**config.mk**
```make
export PLATFORM = sky130hd
export DESIGN_NAME = wdog_guard
export DESIGN_NICKNAME = d
export VERILOG_FILES = /design/src/rtl/wdog_pkg.sv /design/src/rtl/wdog_ctl_reg.sv /design/src/rtl/wdog_counter.sv /design/src/rtl/wdog_cause_reg.sv /design/src/rtl/wdog_guard.sv
export SDC_FILE = /design/constraint.sdc
export NUM_CORES = 1
export LEC_CHECK = 0
export BUFFER_PORTS_ARGS = -buffer_cell sky130_fd_sc_hd__buf_2
export CAP_MARGIN = 20
export CORE_MARGIN = 2
export CORE_UTILIZATION = 60
export CTS_CLUSTER_SIZE = 8
export DETAILED_ROUTE_END_ITERATION = 16
export HOLD_SLACK_MARGIN = 0.1
export MAX_ROUTING_LAYER = met4
export PLACE_DENSITY_LB_ADDON = 0.15
export SETUP_SLACK_MARGIN = 0.4
export SYNTH_ARGS = -nofsm -noshare
export SYNTH_HDL_FRONTEND = slang
export SYNTH_SLANG_ARGS = --single-unit
```
**constraint.sdc**
```tcl
create_clock -name clk -period 14.3 [get_ports clk]
set_input_delay 1.43 -clock clk [delete_from_list [all_inputs] [get_ports clk]]
set_output_delay 1.43 -clock clk [all_outputs]
set_load 0.005 [all_outputs]
```
**src/rtl/wdog_pkg.sv**
```systemverilog
`timescale 1ns/1ps
package wdog_pkg;
  localparam int CTL_W   = 8;
  localparam int CAUSE_W = 5;
  // control register bit positions
  localparam int B_IF  = 7;
  localparam int B_IE  = 6;
  localparam int B_PS3 = 5;
  localparam int B_CE  = 4;
  localparam int B_EN  = 3;
  // reset-cause bit positions
  localparam int C_WD  = 3;
  localparam int C_POR = 0;
  localparam logic [3:0] CODE_MAX = 4'd9;

  // reserved codes fold onto the longest timeout
  function automatic logic [3:0] eff_code(input logic [3:0] c);
    return (c > CODE_MAX) ? CODE_MAX : c;
  endfunction

  // exponent of the tick count for a given code
  function automatic int timeout_exp(input int base_log2, input logic [3:0] c);
    return base_log2 + int'(eff_code(c));
  endfunction
endpackage

```
**src/rtl/wdog_ctl_reg.sv**
```systemverilog
`timescale 1ns/1ps
module wdog_ctl_reg
  import wdog_pkg::*;
#(
  parameter int UNLOCK_CYC = 4
) (
  input  logic             clk,
  input  logic             rst_n,
  input  logic             wr_ctl,
  input  logic [CTL_W-1:0] wr_data,
  input  logic             expire,
  output logic             en,
  output logic [3:0]       ps,
  output logic             ps_chg,
  output logic             unlock_req,
  output logic             commit,
  output logic [CTL_W-1:0] ctl_q
);
  localparam int WIN_W = $clog2(UNLOCK_CYC + 1);

  logic [WIN_W-1:0] win_cnt;
  logic             win_open, free_wr, ps_load;
  logic             ie_q, irq_q;
  logic [3:0]       ps_new;

  assign win_open   = (win_cnt != '0);
  assign unlock_req = wr_ctl && wr_data[B_CE] && wr_data[B_EN];
  assign commit     = wr_ctl && win_open && !wr_data[B_CE];
  assign free_wr    = wr_ctl && !en && !win_open && !wr_data[B_CE];
  assign ps_load    = commit || free_wr;
  assign ps_new     = {wr_data[B_PS3], wr_data[2:0]};
  assign ps_chg     = ps_load && (ps_new != ps);

  always_ff @(posedge clk or negedge rst_n) begin
    if (!rst_n) begin
      en      <= 1'b0;
      ps      <= '0;
      win_cnt <= '0;
      ie_q    <= 1'b0;
      irq_q   <= 1'b0;
    end else begin
      if (ps_load) begin
        en <= wr_data[B_EN];
        ps <= ps_new;
      end else if (wr_ctl && wr_data[B_EN]) begin
        en <= 1'b1;
      end

      if (unlock_req)    win_cnt <= WIN_W'(UNLOCK_CYC);
      else if (commit)   win_cnt <= '0;
      else if (win_open) win_cnt <= win_cnt - WIN_W'(1);

      if (wr_ctl) ie_q <= wr_data[B_IE];

      if (expire)                     irq_q <= 1'b1;
      else if (wr_ctl && wr_data[B_IF]) irq_q <= 1'b0;
    end
  end

  assign ctl_q = {irq_q, ie_q, ps[3], win_open, en, ps[2:0]};
endmodule

```
**src/rtl/wdog_counter.sv**
```systemverilog
`timescale 1ns/1ps
module wdog_counter
  import wdog_pkg::*;
#(
  parameter int BASE_LOG2 = 11
) (
  input  logic       clk,
  input  logic       rst_n,
  input  logic       en,
  input  logic       tick,
  input  logic       kick,
  input  logic       clr,
  input  logic [3:0] ps,
  output logic       expire,
  output logic       rst_req
);
  localparam int CW = BASE_LOG2 + int'(CODE_MAX) + 1;

  logic [CW-1:0] cnt;
  logic [CW-1:0] lim_m1;

  assign lim_m1 = (CW'(1) << timeout_exp(BASE_LOG2, ps)) - CW'(1);
  assign expire = en && tick && !kick && !clr && (cnt == lim_m1);

  always_ff @(posedge clk or negedge rst_n) begin
    if (!rst_n) begin
      cnt     <= '0;
      rst_req <= 1'b0;
    end else begin
      rst_req <= expire;
      if (!en || kick || clr) cnt <= '0;
      else if (tick)          cnt <= expire ? '0 : cnt + CW'(1);
    end
  end
endmodule

```
**src/rtl/wdog_cause_reg.sv**
```systemverilog
`timescale 1ns/1ps
module wdog_cause_reg
  import wdog_pkg::*;
(
  input  logic               clk,
  input  logic               rst_n,
  input  logic               wr_cause,
  input  logic [CAUSE_W-1:0] wr_bits,
  input  logic [CAUSE_W-1:0] cause_evt,
  input  logic               wd_set,
  output logic [CAUSE_W-1:0] cause_q
);
  logic [CAUSE_W-1:0] kept, wd_vec;

  assign kept   = wr_cause ? (cause_q & wr_bits) : cause_q;
  assign wd_vec = wd_set ? (CAUSE_W'(1) << C_WD) : '0;

  always_ff @(posedge clk or negedge rst_n) begin
    if (!rst_n) cause_q <= CAUSE_W'(1) << C_POR;
    else        cause_q <= kept | cause_evt | wd_vec;
  end
endmodule

```
**src/rtl/wdog_guard.sv**
```systemverilog
`timescale 1ns/1ps
module wdog_guard
  import wdog_pkg::*;
#(
  parameter int BASE_LOG2  = 11,
  parameter int UNLOCK_CYC = 4
) (
  input  logic               clk,
  input  logic               rst_n,
  input  logic               wdt_tick,
  input  logic               kick,
  input  logic               wr_ctl,
  input  logic               wr_cause,
  input  logic [CTL_W-1:0]   wr_data,
  input  logic [CAUSE_W-1:0] cause_evt,
  output logic [CTL_W-1:0]   ctl_q,
  output logic [CAUSE_W-1:0] cause_q,
  output logic               sys_rst_req
);
  logic       wd_en, wd_ps_chg, tmr_expire, unlock_req, commit;
  logic [3:0] wd_ps;

  wdog_ctl_reg #(.UNLOCK_CYC(UNLOCK_CYC)) ctl_i (
    .clk(clk), .rst_n(rst_n), .wr_ctl(wr_ctl), .wr_data(wr_data),
    .expire(tmr_expire), .en(wd_en), .ps(wd_ps), .ps_chg(wd_ps_chg),
    .unlock_req(unlock_req), .commit(commit), .ctl_q(ctl_q)
  );

  wdog_counter #(.BASE_LOG2(BASE_LOG2)) cnt_i (
    .clk(clk), .rst_n(rst_n), .en(wd_en), .tick(wdt_tick), .kick(kick),
    .clr(wd_ps_chg), .ps(wd_ps), .expire(tmr_expire), .rst_req(sys_rst_req)
  );

  wdog_cause_reg cause_i (
    .clk(clk), .rst_n(rst_n), .wr_cause(wr_cause),
    .wr_bits(wr_data[CAUSE_W-1:0]), .cause_evt(cause_evt),
    .wd_set(tmr_expire), .cause_q(cause_q)
  );
endmodule


```
==> impl_results.md <==
* Mapped Cells at 373
* CTS H-tree depth at 2
* Status: finished clean
* Largest family of logic cells by synthesized area: simple AND/OR/NAND/NOR gates
* Synth Area in Simple Gates at 0.291
* Actual slew at the worst max-slew pin at 0.900 ns
* Synth async-reset ratio at 1.00
* Critical path peak fanout at 28
* Top-level I/O count at 33
* Ys flop type: dfrtp_1
* Clock-pin slew on the worst setup and hold paths at 0.08 ns
* Adder-cell share of the synthesized area at 0.0197
* PD cells at 138 nW/µm²
* Hold Crit Class: reg -> reg
* Post-route ant nets at 0
* Compound-Gate Fraction of Synth Area at 0.213
* Detailed Route Iter0 Violations at 330
* Final WL at 8.24 mm
* Die width at 76.8 µm
* Root Driver: clkbuf_8
* Avg Vias per Cell at 6.61
* CTS sink count at 37
* Cell Rows at 26
* Commonest non-fill, non-tap cells in the layout: 36 x dfrtp_1, 32 x buf_2, 30 x nand2_1, 19 x o21ai_0, 18 x nand2b_1
* Area of the multi-input gates at 2050 µm²
* Clk_lat worst skew at 0.29 ns
* Initial antenna violation count at 0
* Placed cell areas at 3270 µm²
* CTS tree: done
* Cts hold-fix bufs at 0
* Largest net degree at the start of global routing at 38
* Synth warn at 0
* Final nets at 404
* Setup-failing EPs final at 0
* CP Launch Type: flip-flop
* Place WS at 9.07 ns
* CP cell instances: nor2_1 > nand2_1 > ha_1 > or2_2 > or3_1 > ha_1 > or4b_2 > a32oi_1 > o2111a_1 > nand4_1 > a2111oi_4 > nor3_1
* First drt pass iteration count at 6
* Initial Utilization at 0.623
* WL/cell at 18.3 µm
* Post-synthesis sequential area ratio at 0.291
* DRC viols at 0
* Xor and xnor fraction of the mapped netlist area at 0.0715
* Ratio of cells with drive above 1 in the final layout at 0.181
* First-pass GRT wire length at 13.7 mm
* VDD IR max at 0.0863 mV
* Syn Nets at 397
* Critical path class: reg -> reg
* PortBufs at 32
* Worst path slowest cell: a2111oi_4
* Mean Syn Cell Area at 8.53 µm²
* Total GRT Usage at 0.296
* P_leak at 1.31 nW
* Share of the synthesized area in the top cell type at 0.283
* Vias in the first global route at 2,744
* Minimum clock period at 5.32 ns
* Post-route worst setup slack at 8.98 ns
* Most frequent CP cell: ha_1
* Most common cell after layout, fill and taps aside: dfrtp_1
* Mapped cell area at 3180 µm²
* Mux cell area share after synthesis at 0.0483
* Rel. slew slack at 0.400
* Post-synth EDFFs at 0
* #FFs+latches synth at 37
* Type of destination of the critical path: flip-flop
* Top cells by area, synth: dfrtp_1 28%, xnor2_1 4.7%, nand2_1 3.5%, nand2b_1 3.5%, o21ai_0 3.0%
* Fin Setup TNS at 0 ns
* Core footprint at 5110 µm²
* Fin crit share at 0.372
* CP peak stage delay at 0.87 ns
* Final Cell Area at 3370 µm²
* Unrepaired setup endpoints after global routing: no
* Slew Limit Fails at 0
* Die Ht at 76.8 µm
* # Post-CTS Setup Buffers at 0
* Final hold vios at 0
* Cell taking the most area after synthesis: dfrtp_1
* Worst EP required at 14.43 ns
* Min Hold Slack at 0.473 ns
* # diodes at 0
* Maximum buffer depth of the clock tree at 2
* Final GP Congestion at 1.03
* Via Count at 2,983
* Max-cap violations at 0
* FILL cells at 453
* DP HPWL at 5.80 mm
* Register Area at 927 µm²
* Final Skew at 0.00824 ns
* Cts repair resizes at 0
* Die footprint at 5900 µm²
* Cts bufs inserted at 5
* Worst Path Arrival at 5.45 ns
* F_max at 188 MHz
* Unique masters post-synth at 67
* Grt total ovfl at 0
* Synthesis-to-finish area growth at 6.01%
state kept, by name, indices dropped and copies added (netlist names):
name / cells
ctl_i.win_cnt: 3
cause_i.cause_q: 5
ctl_i.ie_q: 1
ctl_i.en: 1
cnt_i.cnt: 21
ctl_i.ps: 4
ctl_i.irq_q: 1
cnt_i.rst_req: 1
kinds of logic after synthesis:
kind of cell    after synthesis
simple gates                160
compound gates               86
buf+inv                      45
flops                        37
xor+xnor                     26
mux                          14
fa+ha+maj                     5
layer usage:
metal | vias to the layer above | GRT usage | wire length [µm]
met5 | - | - | 0
met4 | 0 | 0.0764 | 201
met3 | 26 | 0.0471 | 647
met2 | 162 | 0.458 | 3780
met1 | 1412 | 0.409 | 3610
li1 | 1383 | - | -
path summary, 6_finish.rpt:
path                            slack [ns]                    startpoint  cells past startpoint                           end
min in group asynchronous             1.23                         rst_n                      1  ctl_i.win_cnt[0]$_DFFE_PN0P_
worst min-delay path                  0.47  cause_i.cause_q[1]$_DFF_PN0_                      1  cause_i.cause_q[1]$_DFF_PN0_
max in group asynchronous            12.53                         rst_n                      1      cnt_i.cnt[2]$_DFFE_PN0P_
worst max register to register        8.98       ctl_i.ps[1]$_DFFE_PN0P_                     12      cnt_i.cnt[4]$_DFFE_PN0P_
worst max-delay path                  8.98       ctl_i.ps[1]$_DFFE_PN0P_                     12      cnt_i.cnt[4]$_DFFE_PN0P_
worst min register to register        0.47  cause_i.cause_q[1]$_DFF_PN0_                      1  cause_i.cause_q[1]$_DFF_PN0_
metrics by stage:
| step | power (W) | util | cells |
|---|---|---|---|
| 2_1_floorplan | 0.000329 | - | 373 |
| 3_3_place_gp | 0.000371 | 0.641 | 443 |
| 3_5_place_dp | 0.000376 | 0.641 | 443 |
| 4_1_cts | 0.000461 | 0.661 | 451 |
| 5_1_grt | 0.000494 | 0.661 | 451 |
| 6_report | 0.000466 | 0.661 | 451 |
power by group:
group          leakage, nW  switching (W)  internal, W
clock network       0.0542      0.0000388    0.0000436
logic                0.779       0.000145    0.0000937
registers            0.478      0.0000301     0.000115
total                 1.31       0.000214     0.000252
cell type report:
| cell class | count | area share |
|---|---|---|
| Sequential cell | 37 | 0.275 |
| Tap cell | 70 | 0.0260 |
| Timing Repair Buffer | 32 | 0.0475 |
| Multi-Input combinational cell | 291 | 0.607 |
| Inverter | 13 | 0.0145 |
| Clock buffer | 7 | 0.0286 |
| Clock inverter | 1 | 0.00148 |
critical path, delay by kind of cell, from the launching register on:
family	cells	cell delay, ns
adders and majority gates	2	0.87
AOI/OAI and AO/OA	3	1.31
and+or+nand+nor	7	2.27
DFF	1	0.70
synth_stat cells, drive strengths merged, types with 4 or more instances:
cell type	count
a211oi	9
a21o	6
a21oi	9
a32o	4
and3	5
buf	17
clkbuf	15
dfrtp	36
ha	5
inv	13
mux2	8
mux2i	6
nand2	30
nand2b	18
nand3	16
nand3b	5
nand4	12
nand4b	4
nor2	16
nor3	21
nor4	6
o211ai	7
o21ai	19
o31ai	5
or2	6
or3	5
xnor2	17
xor2	9
Power figures use the tool's default switching activity.
